`src/rtl/phy_rb_pkg.sv`:
```
package phy_rb_pkg;

    typedef enum logic [1:0] {
        OP_WRITE = 2'd0,
        OP_SET   = 2'd1,
        OP_CLR   = 2'd2,
        OP_TOG   = 2'd3
    } alias_op_e;

    localparam int NUM_RW     = 7;
    localparam int IDX_PWD    = 0;
    localparam int IDX_TX     = 1;
    localparam int IDX_RX     = 2;
    localparam int IDX_CTRL   = 3;
    localparam int IDX_STATUS = 4;
    localparam int IDX_DBG    = 5;
    localparam int IDX_DBG1   = 6;

    localparam int WORD_CTRL    = 'h0C;
    localparam int WORD_DBG0ST  = 'h18;
    localparam int WORD_VERSION = 'h20;
    localparam int SOFT_BIT     = 31;

    localparam logic [31:0] VERSION_VAL = 32'h0402_0000;
    localparam logic [31:0] PWD_INIT    = 32'h001E_1C00;
    localparam logic [31:0] TX_INIT     = 32'h1006_0607;
    localparam logic [31:0] RX_INIT     = 32'h0000_0000;
    localparam logic [31:0] CTRL_INIT   = 32'hC020_0000;
    localparam logic [31:0] STATUS_INIT = 32'h0000_0000;
    localparam logic [31:0] DBG_INIT    = 32'h7F18_0000;
    localparam logic [31:0] DBG1_INIT   = 32'h0000_1000;

    function automatic int reg_base(int idx);
        case (idx)
            IDX_PWD:    return 'h00;
            IDX_TX:     return 'h04;
            IDX_RX:     return 'h08;
            IDX_CTRL:   return 'h0C;
            IDX_STATUS: return 'h10;
            IDX_DBG:    return 'h14;
            default:    return 'h1C;
        endcase
    endfunction

    function automatic bit reg_aliased(int idx);
        return idx != IDX_STATUS;
    endfunction

    function automatic bit reg_in_soft(int idx);
        return idx <= IDX_CTRL;
    endfunction

    function automatic logic [31:0] reg_init(int idx);
        case (idx)
            IDX_PWD:    return PWD_INIT;
            IDX_TX:     return TX_INIT;
            IDX_RX:     return RX_INIT;
            IDX_CTRL:   return CTRL_INIT;
            IDX_STATUS: return STATUS_INIT;
            IDX_DBG:    return DBG_INIT;
            default:    return DBG1_INIT;
        endcase
    endfunction

endpackage

```
`src/rtl/phy_rb_word.sv`:
```
module phy_rb_word
    import phy_rb_pkg::*;
#(
    parameter int          WORD_W  = 10,
    parameter int          DATA_W  = 32,
    parameter int          BASE    = 0,
    parameter bit          ALIASED = 1'b1,
    parameter logic [31:0] INIT    = 32'h0,
    parameter bit          IN_SOFT = 1'b0
) (
    input  logic              clk,
    input  logic              rst_n,
    input  logic              wr_en,
    input  logic [WORD_W-1:0] word_addr,
    input  logic [DATA_W-1:0] wdata,
    input  logic              soft_rst,
    output logic [DATA_W-1:0] q,
    output logic              hit
);
    localparam logic [WORD_W-1:0] BASE_W = WORD_W'(BASE);
    localparam logic [DATA_W-1:0] INIT_W = DATA_W'(INIT);

    alias_op_e         op;
    logic [DATA_W-1:0] q_next;

    generate
        if (ALIASED) begin : g_alias
            assign hit = (word_addr[WORD_W-1:2] == BASE_W[WORD_W-1:2]);
            assign op  = alias_op_e'(word_addr[1:0]);
        end else begin : g_plain
            assign hit = (word_addr == BASE_W);
            assign op  = OP_WRITE;
        end
    endgenerate

    always_comb begin
        unique case (op)
            OP_WRITE: q_next = wdata;
            OP_SET:   q_next = q | wdata;
            OP_CLR:   q_next = q & ~wdata;
            OP_TOG:   q_next = q ^ wdata;
        endcase
    end

    always_ff @(posedge clk) begin
        if (!rst_n) begin
            q <= INIT_W;
        end else if (IN_SOFT && soft_rst) begin
            q <= INIT_W;
        end else if (wr_en && hit) begin
            q <= q_next;
        end
    end
endmodule

```
`src/rtl/phy_rb_softrst.sv`:
```
module phy_rb_softrst
    import phy_rb_pkg::*;
#(
    parameter int WORD_W = 10
) (
    input  logic              wr_en,
    input  logic [WORD_W-1:0] word_addr,
    input  logic              wdata_msb,
    input  logic              ctrl_msb,
    output logic              soft_pulse
);
    localparam logic [WORD_W-1:0] CTRL_W = WORD_W'(WORD_CTRL);

    logic      ctrl_hit;
    alias_op_e op;
    logic      fire;

    assign ctrl_hit = wr_en && (word_addr[WORD_W-1:2] == CTRL_W[WORD_W-1:2]);
    assign op       = alias_op_e'(word_addr[1:0]);

    always_comb begin
        unique case (op)
            OP_WRITE: fire = wdata_msb;
            OP_SET:   fire = wdata_msb;
            OP_CLR:   fire = 1'b0;
            OP_TOG:   fire = wdata_msb && !ctrl_msb;
        endcase
    end

    assign soft_pulse = ctrl_hit && fire;
endmodule

```
`src/rtl/phy_rb_rdresp.sv`:
```
module phy_rb_rdresp #(
    parameter int DATA_W = 32
) (
    input  logic              clk,
    input  logic              rst_n,
    input  logic              rd_en,
    input  logic [DATA_W-1:0] rd_word,
    output logic [DATA_W-1:0] rd_data,
    output logic              rd_valid
);
    typedef enum logic {RD_IDLE, RD_RESP} rd_state_e;

    rd_state_e state_q, state_d;

    always_comb begin
        unique case (state_q)
            RD_IDLE: state_d = rd_en ? RD_RESP : RD_IDLE;
            RD_RESP: state_d = rd_en ? RD_RESP : RD_IDLE;
        endcase
    end

    always_ff @(posedge clk) begin
        if (!rst_n) state_q <= RD_IDLE;
        else        state_q <= state_d;
    end

    always_ff @(posedge clk) begin
        if (!rst_n)     rd_data <= '0;
        else if (rd_en) rd_data <= rd_word;
    end

    assign rd_valid = (state_q == RD_RESP);
endmodule

```
`src/rtl/phy_ctrl_regbank.sv`:
```
module phy_ctrl_regbank
    import phy_rb_pkg::*;
#(
    parameter int ADDR_W = 12,
    parameter int DATA_W = 32
) (
    input  logic              clk,
    input  logic              rst_n,
    input  logic              wr_en,
    input  logic              rd_en,
    input  logic [ADDR_W-1:0] bus_addr,
    input  logic [DATA_W-1:0] wr_data,
    output logic [DATA_W-1:0] rd_data,
    output logic              rd_valid,
    output logic [DATA_W-1:0] phy_pwd,
    output logic [DATA_W-1:0] phy_tx,
    output logic [DATA_W-1:0] phy_rx,
    output logic [DATA_W-1:0] phy_ctrl,
    output logic [DATA_W-1:0] phy_dbg,
    output logic [DATA_W-1:0] phy_dbg1
);
    localparam int WORD_W = ADDR_W - 2;
    localparam logic [WORD_W-1:0] DBG0_W = WORD_W'(WORD_DBG0ST);
    localparam logic [WORD_W-1:0] VER_W  = WORD_W'(WORD_VERSION);
    localparam logic [DATA_W-1:0] VER_D  = DATA_W'(VERSION_VAL);

    logic [WORD_W-1:0] word_addr;
    logic [DATA_W-1:0] reg_q [NUM_RW];
    logic [NUM_RW-1:0] reg_hit;
    logic              soft_pulse;
    logic [DATA_W-1:0] rd_word;

    assign word_addr = bus_addr[ADDR_W-1:2];

    generate
        for (genvar g = 0; g < NUM_RW; g++) begin : g_reg
            phy_rb_word #(
                .WORD_W (WORD_W),
                .DATA_W (DATA_W),
                .BASE   (reg_base(g)),
                .ALIASED(reg_aliased(g)),
                .INIT   (reg_init(g)),
                .IN_SOFT(reg_in_soft(g))
            ) u_word (
                .clk      (clk),
                .rst_n    (rst_n),
                .wr_en    (wr_en),
                .word_addr(word_addr),
                .wdata    (wr_data),
                .soft_rst (soft_pulse),
                .q        (reg_q[g]),
                .hit      (reg_hit[g])
            );
        end
    endgenerate

    phy_rb_softrst #(.WORD_W(WORD_W)) u_softrst (
        .wr_en     (wr_en),
        .word_addr (word_addr),
        .wdata_msb (wr_data[SOFT_BIT]),
        .ctrl_msb  (reg_q[IDX_CTRL][SOFT_BIT]),
        .soft_pulse(soft_pulse)
    );

    always_comb begin
        rd_word = '0;
        for (int i = 0; i < NUM_RW; i++) begin
            if (reg_hit[i]) rd_word = reg_q[i];
        end
        if (word_addr == DBG0_W) rd_word = '0;
        if (word_addr == VER_W)  rd_word = VER_D;
    end

    phy_rb_rdresp #(.DATA_W(DATA_W)) u_rdresp (
        .clk     (clk),
        .rst_n   (rst_n),
        .rd_en   (rd_en),
        .rd_word (rd_word),
        .rd_data (rd_data),
        .rd_valid(rd_valid)
    );

    assign phy_pwd  = reg_q[IDX_PWD];
    assign phy_tx   = reg_q[IDX_TX];
    assign phy_rx   = reg_q[IDX_RX];
    assign phy_ctrl = reg_q[IDX_CTRL];
    assign phy_dbg  = reg_q[IDX_DBG];
    assign phy_dbg1 = reg_q[IDX_DBG1];
endmodule

```
`config.mk`:
```
export PLATFORM = sky130hd
export DESIGN_NAME = phy_ctrl_regbank
export DESIGN_NICKNAME = d
export VERILOG_FILES = /design/src/rtl/phy_rb_pkg.sv /design/src/rtl/phy_rb_word.sv /design/src/rtl/phy_rb_softrst.sv /design/src/rtl/phy_rb_rdresp.sv /design/src/rtl/phy_ctrl_regbank.sv
export SDC_FILE = /design/constraint.sdc
export NUM_CORES = 1
export LEC_CHECK = 0
export BUFFER_PORTS_ARGS = -buffer_cell sky130_fd_sc_hd__buf_2
export CAP_MARGIN = 20
export CORE_MARGIN = 3
export CORE_UTILIZATION = 28
export CTS_BUF_LIST = sky130_fd_sc_hd__clkbuf_4 sky130_fd_sc_hd__clkbuf_8
export DETAILED_ROUTE_END_ITERATION = 16
export SLEW_MARGIN = 15
export SYNTH_ARGS = -nofsm -noshare
export SYNTH_HDL_FRONTEND = slang
export SYNTH_SLANG_ARGS = --single-unit
```
`constraint.sdc`:
```
create_clock -name clk -period 3.3 [get_ports clk]
set_clock_uncertainty 0.1 [all_clocks]
set_input_delay 0.165 -clock clk [delete_from_list [all_inputs] [get_ports clk]]
set_output_delay 0.165 -clock clk [all_outputs]
set_load 0.03 [all_outputs]
```
# Word-level counts from Yosys, hierarchy flattened

Index checks and enable logic that the tools add are counted.

Output and inout bits: 225
Flip-flop bits (word level): 257
Bits of input ports: 48

Bitwise logic cells: 20
Reduce and logical (&&, ||, !) cells: 14
Multiplexer cells: 17
Equality and inequality tests: 11

Operators with widths:

| operator            | number |
|---|---|
| $pmux 32 s4         | 6 |
| $mux 32             | 9 |
| $and 32x32->32      | 6 |
| $or 32x32->32       | 6 |
| $xor 32x32->32      | 6 |
| $not 32->32         | 1 |
| $eq 10x5->1 const B | 2 |
| $eq 8x2->1 const B  | 2 |
| $eq 8x3->1 const B  | 2 |
| $eq 10x6->1 const B | 1 |
| $logic_and 1x1->1   | 9 |
| $eq 8x1->1 const B  | 1 |
| $logic_not 8->1     | 1 |
| $eq 2x2->1 const B  | 2 |
| $reduce_or 2->1     | 2 |
| $pmux 1 s3          | 1 |
| $eq 2x1->1 const B  | 1 |
| $logic_not 2->1     | 1 |
| $logic_not 1->1     | 1 |
| $mux 1              | 1 |
| $not 1->1           | 1 |

# Depth between registers and ports, before layout

Depth in word-level cells: 10
Depth in mapped cells: 8

# Modules after synthesis

From an unflattened synthesis, not the netlist that was laid out.

Cells, all modules: 2,571
Area, all modules: 24,598.6 um^2

By module, submodules not included:

| module                        | area each (um^2) | times used | seq. area each (um^2) | cells each |
|---|---|---|---|---|
| phy_rb_word (g_reg[2].u_word) | 3,573.4          | 1          | 640.6                 | 351 |
| phy_rb_word (g_reg[6].u_word) | 3,310.7          | 1          | 640.6                 | 320 |
| phy_rb_word (g_reg[5].u_word) | 3,279.4          | 1          | 640.6                 | 351 |
| phy_rb_word (g_reg[0].u_word) | 3,271.9          | 1          | 640.6                 | 326 |
| phy_rb_word (g_reg[1].u_word) | 3,249.4          | 1          | 640.6                 | 329 |
| phy_rb_word (g_reg[3].u_word) | 3,249.4          | 1          | 640.6                 | 325 |
| phy_ctrl_regbank              | 2,033.2          | 1          | 0.0                   | 315 |
| phy_rb_word (g_reg[4].u_word) | 1,315.0          | 1          | 640.6                 | 144 |
| phy_rb_rdresp                 | 1,270.0          | 1          | 660.6                 | 105 |
| phy_rb_softrst                | 46.3             | 1          | 0.0                   | 5 |

# Least setup slack after synthesis

Ideal clock, no wire load.

Path type: input-to-reg
From: in bus_addr[9]
To: reg g_reg[5].u_word.q[5]
Setup time: 0.136 ns
Slack: 1.247 ns
Required time: 3.064 ns
Path buffers: 3
Cell stages on the path: 7
Arrival time: 1.817 ns
Cell sequence: or4b_1 -> buf_2 -> or4_1 -> buf_4 -> buf_6 -> a211oi_1 -> a211oi_1

Longest elaborated chain between the ends: 2

RTL lines:

| element              | RTL line               | RTL |
|---|---|---|
| start, declared      | phy_ctrl_regbank.sv:11 | `input logic [ADDR_W-1:0] bus_addr,` |
| $eq 8x3->1           | phy_rb_word.sv:28      | `assign hit = (word_addr[WORD_W-1:2] == BASE_W[WORD_W-1:2]);` |
| $logic_and 1x1->1    | phy_rb_word.sv:50      | `end else if (wr_en && hit) begin` |
| end signal, assigned | phy_rb_word.sv:51      | `q <= q_next;` |
| end, declared        | phy_rb_word.sv:17      | `output logic [DATA_W-1:0] q,` |

No other way between the ends.
A chain may end at the register's enable or synchronous reset.

==> metrics <==
CP Cell Sequence dlygate4sd3_1 > buf_2 > nand2_1 > dlygate4sd3_1 > inv_1 > nand4_1 > buf_4 > a2bb2oi_1 > o31ai_1; WP data required 3.73 ns; Final Slew Violations 0; Vias per Instance 5.295; delay of the slowest cell on the worst path 0.59 ns; Clk pwr share 45.7%; routability cong. 0.7725; Crit Path Max Fanout 12; CTS resizes 0; DRC 0; Setup crit end kind flip-flop; Initial Utilization 28.39%; Sink Count 257; area taken by multi-input logic gates 14,450 µm²; Period Utilization, post-route 78.82%; Fill cells 7,778; Die Area 79,210 µm²; Final ANT Viol Nets 0; setup TNS 0 ns; RSZ-0062 raised after global routing no; crit path max-delay cell type dlygate4sd3_1; WL final around 74,000 µm; post-synth top area share 24.22%; worst reg2reg path depth 7; type of origin of the critical path primary input; combinational power share 14.9%; worst setup margin 0.6988 ns; TritonCTS Buffers 52; Seq cells post-synth 257; WL/cell 20.65 µm; overall routing resource usage 18.17%; max cap viols 0; Pleak 10.51 nW; Die Y 281.4 µm; Clock Latency Late Sink ~0.63 ns; worst slack, placed between 0.3 and 0.4 ns; hold crit path type in -> reg; Top FF cell, synth dfxtp_1; Synth warnings 0; I/O pins 273; Die W 281.4 µm; Core ar. 74,820 µm²; synthesized net count approximately 2,800; Sw Ratio between 20% and 30%; Setup Buffers After CTS 0; cell taking the most area after synthesis dfxtp_1; TritonCTS clock tree yes; share of layout cells above drive strength 1 roughly a quarter; Total Nets Final 3,025; Cells after Synth around 2,400; Area Growth Syn to Fin 17.45%; register clock-pin slew on the reported worst setup and hold paths roughly 0.060 ns; syn_area_per_cell 8.873 µm²; CTS Buffer Depth 3; number of synthesized flops with an enable pin 0; slew at the pin closest to its max-slew limit 1.102 ns; Final Power just under 8 mW; Relative slew margins 26.55%; largest net degree at the start of global routing 162; Post-synth top cells a211oi_1 (468), ha_1 (385), dfxtp_1 (257); Syn Std Cell Area 21,240 µm²; row cnt 100; P_sw 2.336 mW; critical path type in -> reg; VDD IR-drop max 0.1905 mV; initial detailed-routing violation count around 1,300; Reg area 5145 µm²; Post-CTS Hold Buffers 37; placed cell areas 23,490 µm²; outcome completed; final worst path period need between 2 and 3 ns; Fin. Hold Viols 0; top-count cell post-synth a211oi_1; DR vias roughly 19,000; Hold Crit Depth 4; Seq/Total Area, Yosys ~24%; WP data arrival 3.03 ns; cell area after layout about 25,000 µm²; Setup Viol. Count Final 0; Netlist cell types 48; post-layout util 33.35%; FMAX 384.4 MHz; gr ovfl total 0; most frequent CP cell dlygate4sd3_1; internal power 5.581 mW; number of detailed-route iterations in the first pass 5; Flop pwr share 39.4%; hpwl dp 48,920 µm; Port Buf Inserts 270; Async S/R FF share, synth 0%; PD cells 317.3 nW/µm²; antenna violations before repair 3; synth top area cells dfxtp_1 (24%), ha_1 (23%), a211oi_1 (17%), mux2_2 (10%), inv_1 (4.0%); CTS Root Cell clkbuf_8; first-pass GRT wire length roughly 110,000 µm; vias in the first global route 17,678; CTS H-tree lvls 2
-- state kept, by name, indices dropped and copies added (netlist names) --
register	flops
u_rdresp.rd_data	32
u_rdresp.rd_valid	1
g.u_word.q	224
-- cell type report --
type	instances	share of cell area, %
Inverter	227	3.425
Timing Repair Buffer	353	8.826
Clock buffer	80	3.937
Tap cell	969	4.859
Clock inverter	8	0.3962
Antenna cell	3	0.03009
Sequential cell	257	20.62
Multi-Input combinational cell	1701	57.91
-- path summary, 6_finish.rpt --
path	start	end	slack (ns)
setup reg to reg	g_reg[3].u_word.q[31]$_SDFFE_PP1P_	g_reg[3].u_word.q[6]$_SDFFE_PP0P_	1.33
setup / recovery	rd_en	u_rdresp.rd_data[29]$_SDFFE_PN0P_	0.70
hold / removal	bus_addr[5]	u_rdresp.rd_data[19]$_SDFFE_PN0P_	0.09
hold reg to reg	g_reg[4].u_word.q[10]$_SDFFE_PN0P_	g_reg[4].u_word.q[10]$_SDFFE_PN0P_	0.36
-- power by group through the flow --
stage,clock (mW),sequential [mW],combinational [mW]
after floorplan,0,3.20,0.786
after global placement,0,3.19,1.11
after detailed placement,0,3.19,1.13
after CTS,3.72,3.12,1.17
after global routing,3.87,3.12,1.30
final,3.62,3.12,1.18
-- through the flow --
stage	instances	hold WS, ns
after floorplan	2394	0.2076
final	3598	0.09065
after CTS	3595	0.01020
after global placement	3470	0.3447
after detailed placement	3470	0.3467
after global routing	3596	0.06948
-- placed cells by master, fill, tap and decap left out, types with 52 or more instances in the layout --
master and n:
a211oi_1 468, a21oi_1 136, a2bb2oi_1 58, buf_2 267, clkbuf_8 61, dfxtp_1 257
ha_1 385, inv_1 226, mux2_2 194, nand2_1 52, nor2_1 134
-- per-layer routing --
metal / routed length (µm) / up-vias / track usage (%)
li1: - / 9235 / -
met2: 32480 / 512 / 28.01
met1: 34820 / 9190 / 25.33
met4: 2247 / 2 / 5.943
met3: 4751 / 111 / 3.643
met5: 13 / - / 0
-- critical path, delay by kind of cell --
family	cells	cell delay (ns)
compound gates	2	0.26
buf+inv	5	1.93
simple gates	2	0.64
-- cells by family (layout without fill, tap and decap cells) --
logic type	after synthesis	count (layout)	share of synthesized area [%]
simple gates	292	292	6.379
other cells	0	3	0
buf+inv	436	668	8.075
fa+ha+maj	385	385	22.68
mux	225	225	11.80
flops	257	257	24.22
compound gates	799	799	26.85
Note: power is estimated with default switching activity, not from simulation.
